## config.mk

```make
export PLATFORM = sky130hd
export DESIGN_NAME = rx_switch_fifo
export DESIGN_NICKNAME = d
export VERILOG_FILES = /design/src/rtl/rxq_pkg.sv /design/src/rtl/rxq_ctrl.sv /design/src/rtl/rxq_store.sv /design/src/rtl/rx_switch_fifo.sv
export SDC_FILE = /design/constraint.sdc
export NUM_CORES = 1
export LEC_CHECK = 0
export ABC_AREA = 1
export BUFFER_PORTS_ARGS = -buffer_cell sky130_fd_sc_hd__buf_2
export CAP_MARGIN = 5
export CORE_MARGIN = 4
export CORE_UTILIZATION = 62
export CTS_BUF_LIST = sky130_fd_sc_hd__clkbuf_4 sky130_fd_sc_hd__clkbuf_8
export DETAILED_ROUTE_END_ITERATION = 8
export PLACE_DENSITY = 0.82
export SLEW_MARGIN = 20
export SYNTH_ARGS = -nofsm -noshare
export SYNTH_HDL_FRONTEND = slang
export SYNTH_SLANG_ARGS = --single-unit
```

## constraint.sdc

```tcl
create_clock -name clk -period 2.75 [get_ports clk]
set_clock_uncertainty 0.2 [all_clocks]
set_input_delay 0.1375 -clock clk [delete_from_list [all_inputs] [get_ports clk]]
set_output_delay 0.1375 -clock clk [all_outputs]
set_load 0.005 [all_outputs]
```

## src/rtl/rxq_pkg.sv

```systemverilog
package rxq_pkg;
  localparam int EnBit   = 0;
  localparam int RstBit  = 1;
  localparam logic [7:0] KeepMask = 8'hC9;

  typedef struct packed {
    logic flush;
    logic push;
    logic pop;
    logic wide;
    logic hasData;
  } rxq_strobe_t;
endpackage

```

## src/rtl/rxq_ctrl.sv

```systemverilog
module rxq_ctrl #(
  parameter int DEPTH = 16,
  parameter int CNT_W = $clog2(DEPTH + 1)
) (
  input  logic               clk,
  input  logic               rstN,
  input  logic               pushValid,
  input  logic               popReq,
  input  logic               ctlWrite,
  input  logic [7:0]         ctlData,
  output logic [7:0]         ctlValue,
  output logic [CNT_W-1:0]   count,
  output logic               notFull,
  output logic               notEmpty,
  output logic               overrun,
  output rxq_pkg::rxq_strobe_t stb
);
  import rxq_pkg::*;

  logic [7:0]       fcrReg;
  logic [CNT_W-1:0] cntReg;
  logic [CNT_W-1:0] capacity;
  logic             fifoMode, full, doFlush, doPush, doPop, ovrReg;

  assign fifoMode = fcrReg[EnBit];
  assign capacity = fifoMode ? CNT_W'(DEPTH) : CNT_W'(1);
  assign full     = (cntReg == capacity);
  assign doFlush  = ctlWrite && ((ctlData[EnBit] != fifoMode) ||
                                 (ctlData[EnBit] && ctlData[RstBit]));
  assign doPush   = pushValid && !ctlWrite && !full;
  assign doPop    = popReq && !ctlWrite && (cntReg != '0);

  always_ff @(posedge clk or negedge rstN) begin
    if (!rstN) begin
      fcrReg <= '0;
      cntReg <= '0;
      ovrReg <= 1'b0;
    end else begin
      ovrReg <= pushValid && !ctlWrite && full;
      if (ctlWrite)
        fcrReg <= ctlData[EnBit] ? (ctlData & KeepMask) : 8'h00;
      if (doFlush)
        cntReg <= '0;
      else if (doPush && !doPop)
        cntReg <= cntReg + CNT_W'(1);
      else if (doPop && !doPush)
        cntReg <= cntReg - CNT_W'(1);
    end
  end

  assign ctlValue = fcrReg;
  assign count    = cntReg;
  assign notFull  = !full;
  assign notEmpty = (cntReg != '0);
  assign overrun  = ovrReg;

  always_comb begin
    stb.flush   = doFlush;
    stb.push    = doPush;
    stb.pop     = doPop;
    stb.wide    = fifoMode;
    stb.hasData = (cntReg != '0);
  end

  p_single_cap_r2: assert property (@(posedge clk) disable iff (!rstN)
    !ctlValue[0] |-> count <= CNT_W'(1));
  p_no_overflow_r2: assert property (@(posedge clk) disable iff (!rstN)
    count <= CNT_W'(DEPTH));
  p_mode_flush_r3: assert property (@(posedge clk) disable iff (!rstN)
    (ctlWrite && (ctlData[0] != ctlValue[0])) |=> count == '0);
  p_rx_reset_r4: assert property (@(posedge clk) disable iff (!rstN)
    (ctlWrite && ctlData[0] && ctlData[1]) |=> (count == '0 && ctlValue[0]));
  p_disable_zero_r5: assert property (@(posedge clk) disable iff (!rstN)
    (ctlWrite && !ctlData[0]) |=> ctlValue == 8'h00);
  p_overrun_hold_r7: assert property (@(posedge clk) disable iff (!rstN)
    (pushValid && !notFull && !popReq && !ctlWrite) |=> (overrun && $stable(count)));
  p_empty_pop_r8: assert property (@(posedge clk) disable iff (!rstN)
    (popReq && !notEmpty && !pushValid && !ctlWrite) |=> (count == '0 && !overrun));
endmodule

```

## src/rtl/rxq_store.sv

```systemverilog
module rxq_store #(
  parameter int DEPTH = 16,
  parameter int PTR_W = $clog2(DEPTH)
) (
  input  logic                 clk,
  input  logic                 rstN,
  input  rxq_pkg::rxq_strobe_t stb,
  input  logic [7:0]           pushData,
  output logic [7:0]           popData
);
  logic [7:0]       mem [DEPTH];
  logic [PTR_W-1:0] rdPtr, wrPtr, lastIdx;

  assign lastIdx = stb.wide ? PTR_W'(DEPTH - 1) : '0;

  function automatic logic [PTR_W-1:0] bump(input logic [PTR_W-1:0] p,
                                            input logic [PTR_W-1:0] lim);
    return (p == lim) ? '0 : p + PTR_W'(1);
  endfunction

  always_ff @(posedge clk or negedge rstN) begin
    if (!rstN) begin
      rdPtr <= '0;
      wrPtr <= '0;
    end else if (stb.flush) begin
      rdPtr <= '0;
      wrPtr <= '0;
    end else begin
      if (stb.push) wrPtr <= bump(wrPtr, lastIdx);
      if (stb.pop)  rdPtr <= bump(rdPtr, lastIdx);
    end
  end

  always_ff @(posedge clk) begin
    if (stb.push) mem[wrPtr] <= pushData;
  end

  assign popData = stb.hasData ? mem[rdPtr] : 8'hFF;

  p_ptr_range_r9: assert property (@(posedge clk) disable iff (!rstN)
    (rdPtr <= lastIdx) && (wrPtr <= lastIdx));
  p_flush_ptrs_r3: assert property (@(posedge clk) disable iff (!rstN)
    stb.flush |=> (rdPtr == '0 && wrPtr == '0));
endmodule

```

## src/rtl/rx_switch_fifo.sv

```systemverilog
module rx_switch_fifo #(
  parameter int DEPTH = 16,
  localparam int PTR_W = $clog2(DEPTH),
  localparam int CNT_W = $clog2(DEPTH + 1)
) (
  input  logic             clk,
  input  logic             rstN,
  input  logic             pushValid,
  input  logic [7:0]       pushData,
  input  logic             popReq,
  output logic [7:0]       popData,
  input  logic             ctlWrite,
  input  logic [7:0]       ctlData,
  output logic [7:0]       ctlValue,
  output logic [CNT_W-1:0] count,
  output logic             notFull,
  output logic             notEmpty,
  output logic             overrun
);
  rxq_pkg::rxq_strobe_t stb;

  rxq_ctrl #(.DEPTH(DEPTH), .CNT_W(CNT_W)) u_ctrl (
    .clk(clk), .rstN(rstN), .pushValid(pushValid), .popReq(popReq),
    .ctlWrite(ctlWrite), .ctlData(ctlData), .ctlValue(ctlValue),
    .count(count), .notFull(notFull), .notEmpty(notEmpty),
    .overrun(overrun), .stb(stb));

  rxq_store #(.DEPTH(DEPTH), .PTR_W(PTR_W)) u_store (
    .clk(clk), .rstN(rstN), .stb(stb), .pushData(pushData),
    .popData(popData));
endmodule

```

==> impl_metrics.yaml, run 1 <==
status:
  outcome: "complete, no violations"
timing:
  worstMarginPinSlew_ns: 0.885
  relSlewSlack: 0.408
  timing.fmax_ghz: 0.394
  setup_violations: 0
  fin_setup_tns_ns: 0
  rsz0062_at_grt: "false"
  fin_crit_ns: 2.54
  holdWs_ns: 0.0373
  post-route-period-util: 0.924
  maxSlewViolCount: 0
  hold_viol: 0
  layout_setup_ws_ns: 0.210
worst_hold_path:
  worstHoldPathType: "in -> reg"
  worstHoldStart: "popReq"
  holdPathStages: 7
  min_to: "u_store.rdPtr[2]"
die:
  start_util: 0.632
  die_h_um: 110
  die_w_um: 110
  ios: 45
  rows: 37
  core_area_mm2: 0.0102
  dieArea_mm2: 0.0121
logic_synthesis:
  synth_most_common_cell: "edfxtp_1"
  synthTopCellsByArea: "edfxtp_1, nor2_1, dfrtp_1, o21ai_0, nand3_1"
  ys_seq_elements: 146
  yosysSeqAreaShare: 0.664
  ys_warn_count: 0
  synth-edff-count: 128
  ys_top_cells_by_count: "edfxtp_1, nor2_1, nand2_1, o21ai_0, nand3_1"
  syn_inst: 578
  synth_area_mm2: 0.00646
  avgSynthCellArea_um2: 11.2
  synthArstFlopShare: 0.123
  synth_cell_type_count: 30
  synth_area_leader_cell: "edfxtp_1"
  ys.flop_type: "edfxtp_1"
  synth.top_cell.area_share: 0.595
global_route:
  track_usage: 0.258
  grt_pass1_vias: 4392
  grt-ovfl-total: 0
  grt_pass1_wl_um: 23000
  grt_max_degree: 77
  grt_antenna_before_repair: 0
route:
  drt-total-wl_um: 14400
  drc: 0
  vias: 4550
  ant_nets: 0
  first_pass_iters: 5
  dr.first_iter.drc_count: 377
  vias_per_cell: 5.72
  wl_per_cell_um: 18.1
placement:
  globalplace.congestion: 0.910
  pre_cts_ws_ns: 0.252
  io_buffers: 37
  post-dp-hpwl_um: 9090
worst_setup_path:
  cp.required_ns: 2.41
  r2r-end: "u_ctrl.count[4]"
  arrival_ns: 2.20
  cp_max_fo: 11
  r2r_cells: 13
  cp-end-kind: "output port"
  start_kind: "register"
  r2r_setup_slack_ns: 0.25
  crit-reg2reg-launch: "u_ctrl.count[0]"
  crit_type: "reg -> out"
power_and_ir_drop:
  power_mw: 5.54
  p_leak_nw: 2.85
  powerDensity_mw_per_mm2: 744
  vdd_drop_max_mv: 0.545
flow_run:
  cap_violations: 0
clock_network:
  cts.sinks: 146
  clock_latency_ns: 0.44
  clk_pin_slew_ns: 0.08
  post_cts_buffers: 0
  cts_buffers: 17
  root_buffer: "clkbuf_8"
  cts_tree: "yes"
  clockBufferDepth: 2
  cts-htree-levels: 4
final_layout:
  drive_gt1_frac: 0.162
  n_fill_cell: 695
  syn_to_final_growth_pct: 15.2
  diodes: 0
  nNetsFinal: 678
==> layout make-up <==
type,instances,area (µm²),share of cell area
Tap cell,136,170,0.0228
Sequential cell,146,4300,0.577
Timing Repair Buffer,81,613,0.0823
Clock inverter,14,156,0.0210
Clock buffer,18,241,0.0324
Multi-Input combinational cell,370,1860,0.249
Inverter,31,116,0.0156
==> how the worst max path moves through the flow <==
| stage | startpoint | endpoint | slack [ns] | cells past startpoint |
|---|---|---|---|---|
| final | u_store.rdPtr[1] | popData[4] | 0.21 | 7 |
| after floorplan | u_ctrl.count[0] | u_ctrl.count[4] | 0.50 | 13 |
| after CTS | pushValid | u_store.mem[10][4] | 0.1 | 9 |
| after detailed placement | u_ctrl.count[0] | u_ctrl.count[4] | 0.25 | 13 |
| after global placement | u_ctrl.count[0] | u_ctrl.count[4] | 0.34 | 13 |
| after global routing | u_ctrl.count[0] | u_ctrl.count[4] | 0.04 | 13 |
==> routing by layer <==
metal / up-vias / GRT usage / share of wire
met5: - / 0 / 0
met2: 190 / 0.446 / 0.52
met4: 0 / 0.0818 / 0.021
li1: 2151 / - / -
met3: 30 / 0.0646 / 0.061
met1: 2179 / 0.322 / 0.40
==> what timing repair did <==
action	CTS	global route
hold endpoints to repair	151	0
gates resized for setup	0	2
endpoints found under the setup margin	0	9
hold buffers	24	0
==> sequential cells by signal, summed over array words and instances (netlist names) <==
signal / count
u_ctrl.count: 5
u_ctrl.ctlValue: 4
u_ctrl.overrun: 1
u_store.mem: 128
u_store.rdPtr: 4
u_store.wrPtr: 4
==> cell families (layout without fill, tap and decap cells) <==
kind of cell	after synthesis	in the layout	share of synthesized area
adder cells (fa/ha/maj)	10	10	0.0205
AND/OR/NAND/NOR	254	254	0.174
other	1	4	0.000580
buffers and inverters	65	144	0.0511
XOR/XNOR	4	4	0.00542
flip-flops	146	146	0.664
AO/OA/AOI/OAI	98	98	0.0844
==> power breakdown <==
| group | switching, mW | internal (mW) |
|---|---|---|
| sequential | 0.0975 | 2.50 |
| clock | 0.825 | 0.830 |
| combinational | 0.815 | 0.475 |
==> through the flow <==
step	utilization	area [µm²]	std cells
after detailed placement	0.665	6810	740
after floorplan	-	6470	581
final	0.728	7450	796
after global placement	0.665	6810	740
after global routing	0.728	7450	796
after CTS	0.728	7440	796
==> layout by cell type, fill, tap and decap left out, types with 24 or more instances in the layout <==
| master | n |
|---|---|
| buf_2 | 37 |
| dlygate4sd3_1 | 24 |
| edfxtp_1 | 128 |
| inv_1 | 28 |
| nand2_1 | 57 |
| nand3_1 | 44 |
| nor2_1 | 125 |
| o21ai_0 | 45 |
| o21ai_1 | 26 |
==> critical path, stage by stage (launching register included) <==
cell     delay (ns)
dfrtp_1        0.66
inv_1          0.27
nor2_1         0.21
o21ai_1        0.09
nand3_1        0.13
nand3_1        0.14
nand3_1        0.12
buf_2          0.12
(Power assumes the default switching activity.)
==> inputs of run 2 (changes only) <==
CORE_UTILIZATION = 59   (was 62)
CTS_BUF_LIST = default   (was sky130_fd_sc_hd__clkbuf_4 sky130_fd_sc_hd__clkbuf_8)
PLACE_DENSITY = 0.78   (was 0.82)
==> impl_metrics.yaml, run 2 (synthesis results as in run 1) <==
power_and_ir_drop:
  power_mw: 6.07
  p_leak_nw: 2.92
  vdd_drop_max_mv: 0.517
  powerDensity_mw_per_mm2: 795
timing:
  post-route-period-util: 0.942
  maxSlewViolCount: 0
  relSlewSlack: 0.443
  fin_crit_ns: 2.59
  rsz0062_at_grt: "false"
  timing.fmax_ghz: 0.386
  setup_violations: 0
  fin_setup_tns_ns: 0
  worstMarginPinSlew_ns: 0.833
  hold_viol: 0
final_layout:
  largest_reg_flops: 128
  top_register: "u_store.mem"
  top_regs: "u_store.mem: 128 flops, u_ctrl.count: 5 flops"
  drive_gt1_frac: 0.164
  nNetsFinal: 683
  n_fill_cell: 688
  syn_to_final_growth_pct: 18.1
  final_cell_mix: "edfxtp_1, nor2_1, nand2_1"
  layout_commonest_cell: "edfxtp_1"
  diodes: 0
worst_setup_path:
  cp_max_fo: 31
  cp.required_ns: 2.41
  start_kind: "register"
  crit_type: "reg -> out"
  cp-end-kind: "output port"
  arrival_ns: 2.25
route:
  vias_per_cell: 5.83
  first_pass_iters: 7
  drc: 0
  wl_per_cell_um: 18.4
  ant_nets: 0
  drt-total-wl_um: 14700
  dr.first_iter.drc_count: 407
  vias: 4669
global_route:
  grt_pass1_vias: 4496
  grt_max_degree: 77
  grt-ovfl-total: 0
  grt_antenna_before_repair: 0
  grt_pass1_wl_um: 23100
  track_usage: 0.238
die:
  core_area_mm2: 0.0105
  die_h_um: 113
  ios: 45
  start_util: 0.615
  die_w_um: 113
  rows: 37
  dieArea_mm2: 0.0127
clock_network:
  cts-htree-levels: 4
  clockBufferDepth: 2
  post_cts_buffers: 0
  cts.sinks: 146
  clk_pin_slew_ns: 0.06
  cts_buffers: 17
  root_buffer: "clkbuf_8"
  clock_latency_ns: 0.52
  cts_tree: "yes"
status:
  outcome: "complete, no violations"
placement:
  io_buffers: 37
  globalplace.congestion: 0.854
  post-dp-hpwl_um: 8980
flow_run:
  cap_violations: 0
worst_hold_path:
  worstHoldPathType: "in -> reg"
## run 2: cell count changes in the layout (fill, tap and decap cells not counted), sizes merged
cell	change
dlygate4sd3	+1
clkinvlp	+4
inv	-4
clkbuf	+2
buf	+4
clkinv	-2
## run 2: cell type report
cell class	count	area, µm²	share of cell area
Clock buffer	20	425	0.0557
Clock inverter	12	135	0.0177
Inverter	31	123	0.0161
Multi-Input combinational cell	370	1850	0.243
Sequential cell	146	4300	0.563
Tap cell	136	170	0.0223
Timing Repair Buffer	86	628	0.0823
## run 2: metrics by stage
stage / setup WS, ns / std cells / area, µm² / util / hold slack, ns
after CTS: 0.0772 / 801 / 7620 / 0.725 / 0.00457
after floorplan: 0.502 / 581 / 6470 / - / -0.358
after global placement: 0.314 / 744 / 6810 / 0.648 / -0.112
after detailed placement: 0.207 / 744 / 6810 / 0.648 / -0.105
final: 0.160 / 801 / 7630 / 0.726 / 0.0324
after global routing: 0.0198 / 801 / 7630 / 0.726 / 0.0587
## run 2: where the power goes
part | switching [mW] | leakage, nW | internal [mW]
Sequential | 0.0979 | 1.39 | 2.50
Clock | 0.879 | 0.261 | 1.29
Combinational | 0.828 | 1.27 | 0.470
## run 2: repair_timing
item,4_1_cts,5_1_grt
endpoints found under the setup margin,1,9
hold endpoints to repair,162,0
hold buffers,25,0
gates cloned,0,0
resized for setup,1,3
pin swaps,0,0
## run 2: worst paths after layout
path                             startpoint  cells after the start            endpoint  slack, ns
hold / removal                     ctlWrite                      6     u_ctrl.count[1]       0.03
setup / recovery           u_store.rdPtr[0]                      7          popData[5]       0.16
hold reg to reg             u_ctrl.count[4]                      2     u_ctrl.count[4]       0.43
setup reg to reg            u_ctrl.count[1]                     13     u_ctrl.count[4]       0.18
max in group asynchronous              rstN                      3    u_store.rdPtr[0]       1.20
min in group asynchronous              rstN                      3  u_ctrl.ctlValue[6]       0.57
## run 2: critical path, stage by stage, from the launching register on
cell and delay (ns):
dfrtp_2 0.44, inv_4 0.27, buf_4 0.31, nor2_1 0.06, o211ai_1 0.28, nand3_1 0.12, nand3_1 0.11, buf_2 0.12
## run 2: layer usage
layer	track usage	routed length, µm	vias up
met5	0	0	-
met4	0.0825	289	0
met3	0.0588	1180	38
met2	0.398	7550	232
met1	0.304	5690	2228
li1	-	-	2171
==> inputs of run 3 (changes only) <==
SYNTH_HIERARCHICAL = 1   (was default)
==> impl_metrics.yaml, run 3 <==
power_and_ir_drop:
  switchingPower_mw: 2.61
  p_comb_frac: 0.334
  power_mw: 7.49
  p_seq_frac: 0.350
  p_int_mw: 4.88
  p_leak_nw: 3.33
  powerDensity_mw_per_mm2: 957
  clkPwrFrac: 0.316
  vdd_drop_max_mv: 0.749
  p_sw_frac: 0.348
die:
  start_util: 0.608
  dieArea_mm2: 0.0130
  rows: 38
  die_h_um: 114
  ios: 45
  core_area_mm2: 0.0109
  die_w_um: 114
logic_synthesis:
  synth_cell_type_count: 30
  synth_area_mm2: 0.00664
  avgSynthCellArea_um2: 10.2
  ys.flop_type: "edfxtp_1"
  syn_inst: 654
  synth_most_common_cell: "nand2_1"
  synth.top_cell.area_share: 0.579
  ys_seq_elements: 146
  synth_area_leader_cell: "edfxtp_1"
  synthArstFlopShare: 0.123
  synthTopCellsByArea: "edfxtp_1, nand2_1, dfrtp_1, nand3_1, inv_1"
  ys_top_cells_by_count: "nand2_1, edfxtp_1, nand3_1, inv_1, nor2_1"
  yosysSeqAreaShare: 0.646
  ys_warn_count: 6
  synth-edff-count: 128
route:
  ant_nets: 0
  drc: 0
  first_pass_iters: 5
  vias: 4828
  dr.first_iter.drc_count: 521
  drt-total-wl_um: 14800
  vias_per_cell: 5.49
  wl_per_cell_um: 16.8
final_layout:
  layout_commonest_cell: "nand2_1"
  fin_area_mm2: 0.00783
  nNetsFinal: 758
  final_cell_mix: "nand2_1, edfxtp_1, nand3_1"
  drive_gt1_frac: 0.145
  top_register: "u_store/mem"
  n_fill_cell: 767
  top_regs: "u_store/mem: 128 flops, u_ctrl/count: 5 flops"
  syn_to_final_growth_pct: 17.8
  largest_reg_flops: 128
  diodes: 0
clock_network:
  cts_resized: 0
  clock_latency_ns: 0.41
  clk_pin_slew_ns: 0.06
  clockBufferDepth: 2
  cts-htree-levels: 4
  root_buffer: "clkbuf_16"
  cts_tree: "yes"
  cts_buffers: 17
  cts.sinks: 146
timing:
  fin_crit_ns: 2.51
  setup_violations: 0
  relSlewSlack: 0.493
  post-route-period-util: 0.914
  fin_setup_tns_ns: 0
  hold_viol: 0
  timing.fmax_ghz: 0.398
  maxSlewViolCount: 0
  worstMarginPinSlew_ns: 0.761
  rsz0062_at_grt: "false"
placement:
  globalplace.congestion: 0.886
  io_buffers: 37
  post_dp_cell_area_mm2: 0.00696
  post-dp-hpwl_um: 8980
global_route:
  grt_pass1_vias: 4696
  grt_max_degree: 76
  track_usage: 0.240
  grt_pass1_wl_um: 23400
  grt-ovfl-total: 0
  grt_antenna_before_repair: 0
worst_setup_path:
  timing.critical_path.mode_cell: "nand2_1"
  cp_max_fo: 75
  max_stage_delay_ns: 0.61
  arrival_ns: 2.18
  start_kind: "register"
  crit_buf_inv: 2
  slowest_stage: "buf_4"
  cp.required_ns: 2.41
  crit_type: "reg -> out"
  cp-end-kind: "output port"
  cp_top_family: "buffers and inverters"
  path_cells: "buf_4 -> nand2_1 -> nand2_1 -> nand2_1 -> nand3_1 -> nand3_1 -> nand2_1 -> buf_2"
status:
  outcome: "complete, no violations"
worst_hold_path:
  worstHoldPathType: "in -> reg"
flow_run:
  cap_violations: 0
==> run 3: changes by cell type after synthesis, moves of 4 or more <==
cell / before / now
clkbuf_1: 10 / 4
nand2_1: 57 / 222
o211ai_1: 16 / 3
nor2_1: 127 / 53
buf_6: 7 / 3
inv_1: 28 / 55
o21ai_0: 45 / 7
nand4_1: 14 / 10
a21oi_1: 9 / 15
o21ai_1: 26 / 6
buf_4: 6 / 18
nand3_1: 44 / 73
==> run 3: kinds of logic after synthesis <==
| kind of cell | share of synthesized area |
|---|---|
| XOR/XNOR | 0.00264 |
| AND/OR/NAND/NOR | 0.234 |
| AO/OA/AOI/OAI | 0.0288 |
| adder cells (fa/ha/maj) | 0.0200 |
| flip-flops | 0.646 |
| other | 0.000564 |
| buffers and inverters | 0.0672 |
==> run 3: worst min-delay path: cells and delay by family <==
| kind | cells | cell delay [ns] |
|---|---|---|
| simple gates | 5 | 0.40 |
| buf+inv | 1 | 0.11 |
==> run 3: worst paths after layout <==
path	startpoint	slack, ns	cells past startpoint	endpoint
hold / removal	popReq	0.07	6	u_ctrl/count[4]
max in group asynchronous	rstN	0.56	4	u_store/rdPtr[1]
setup / recovery	u_store/rdPtr[0]	0.24	8	popData[2]
min in group asynchronous	rstN	0.42	3	u_store/rdPtr[0]
setup reg to reg	u_ctrl/count[0]	0.35	13	u_ctrl/count[4]
hold reg to reg	u_store/wrPtr[2]	0.42	2	u_store/wrPtr[2]
==> run 3: layout make-up <==
cell class	count	area, µm²	share of cell area
well taps	140	175	0.0224
flip-flops and latches	146	4300	0.549
clock buffers	17	425	0.0543
repair buffers	85	608	0.0777
clock inverters	15	191	0.0245
multi-input cells	419	1910	0.245
inverters	58	218	0.0278
==> run 3: power groups by stage <==
stage	logic [mW]	clock network [mW]	registers [mW]
floorplan	1.78	0	2.64
global route	2.78	2.51	2.64
detailed placement	2.44	0	2.67
finish	2.50	2.36	2.62
CTS	2.48	2.39	2.62
global placement	2.36	0	2.66
==> run 3: through the flow <==
stage / std cells / hold slack, ns / utilization / setup WS [ns]
6_report: 880 / 0.0713 / 0.716 / 0.236
5_1_grt: 880 / 0.0830 / 0.716 / 0.0906
4_1_cts: 880 / 0.0300 / 0.716 / 0.229
3_5_place_dp: 823 / -0.0954 / 0.636 / 0.372
3_3_place_gp: 823 / -0.105 / 0.636 / 0.478
2_1_floorplan: 657 / -0.358 / - / 0.541
==> run 3: repair_timing <==
| action | in CTS | in global routing |
|---|---|---|
| endpoints found under the hold margin | 151 | 0 |
| hold buffers | 25 | 0 |
| setup buffers | 0 | 0 |
==> run 3: layer usage <==
metal  track usage  vias up  part of all wire
met5             0        -                 0
met4         0.109        0             0.031
li1              -     2306                 -
met3        0.0534       39             0.075
met1         0.289     2268              0.38
met2         0.414      215              0.51
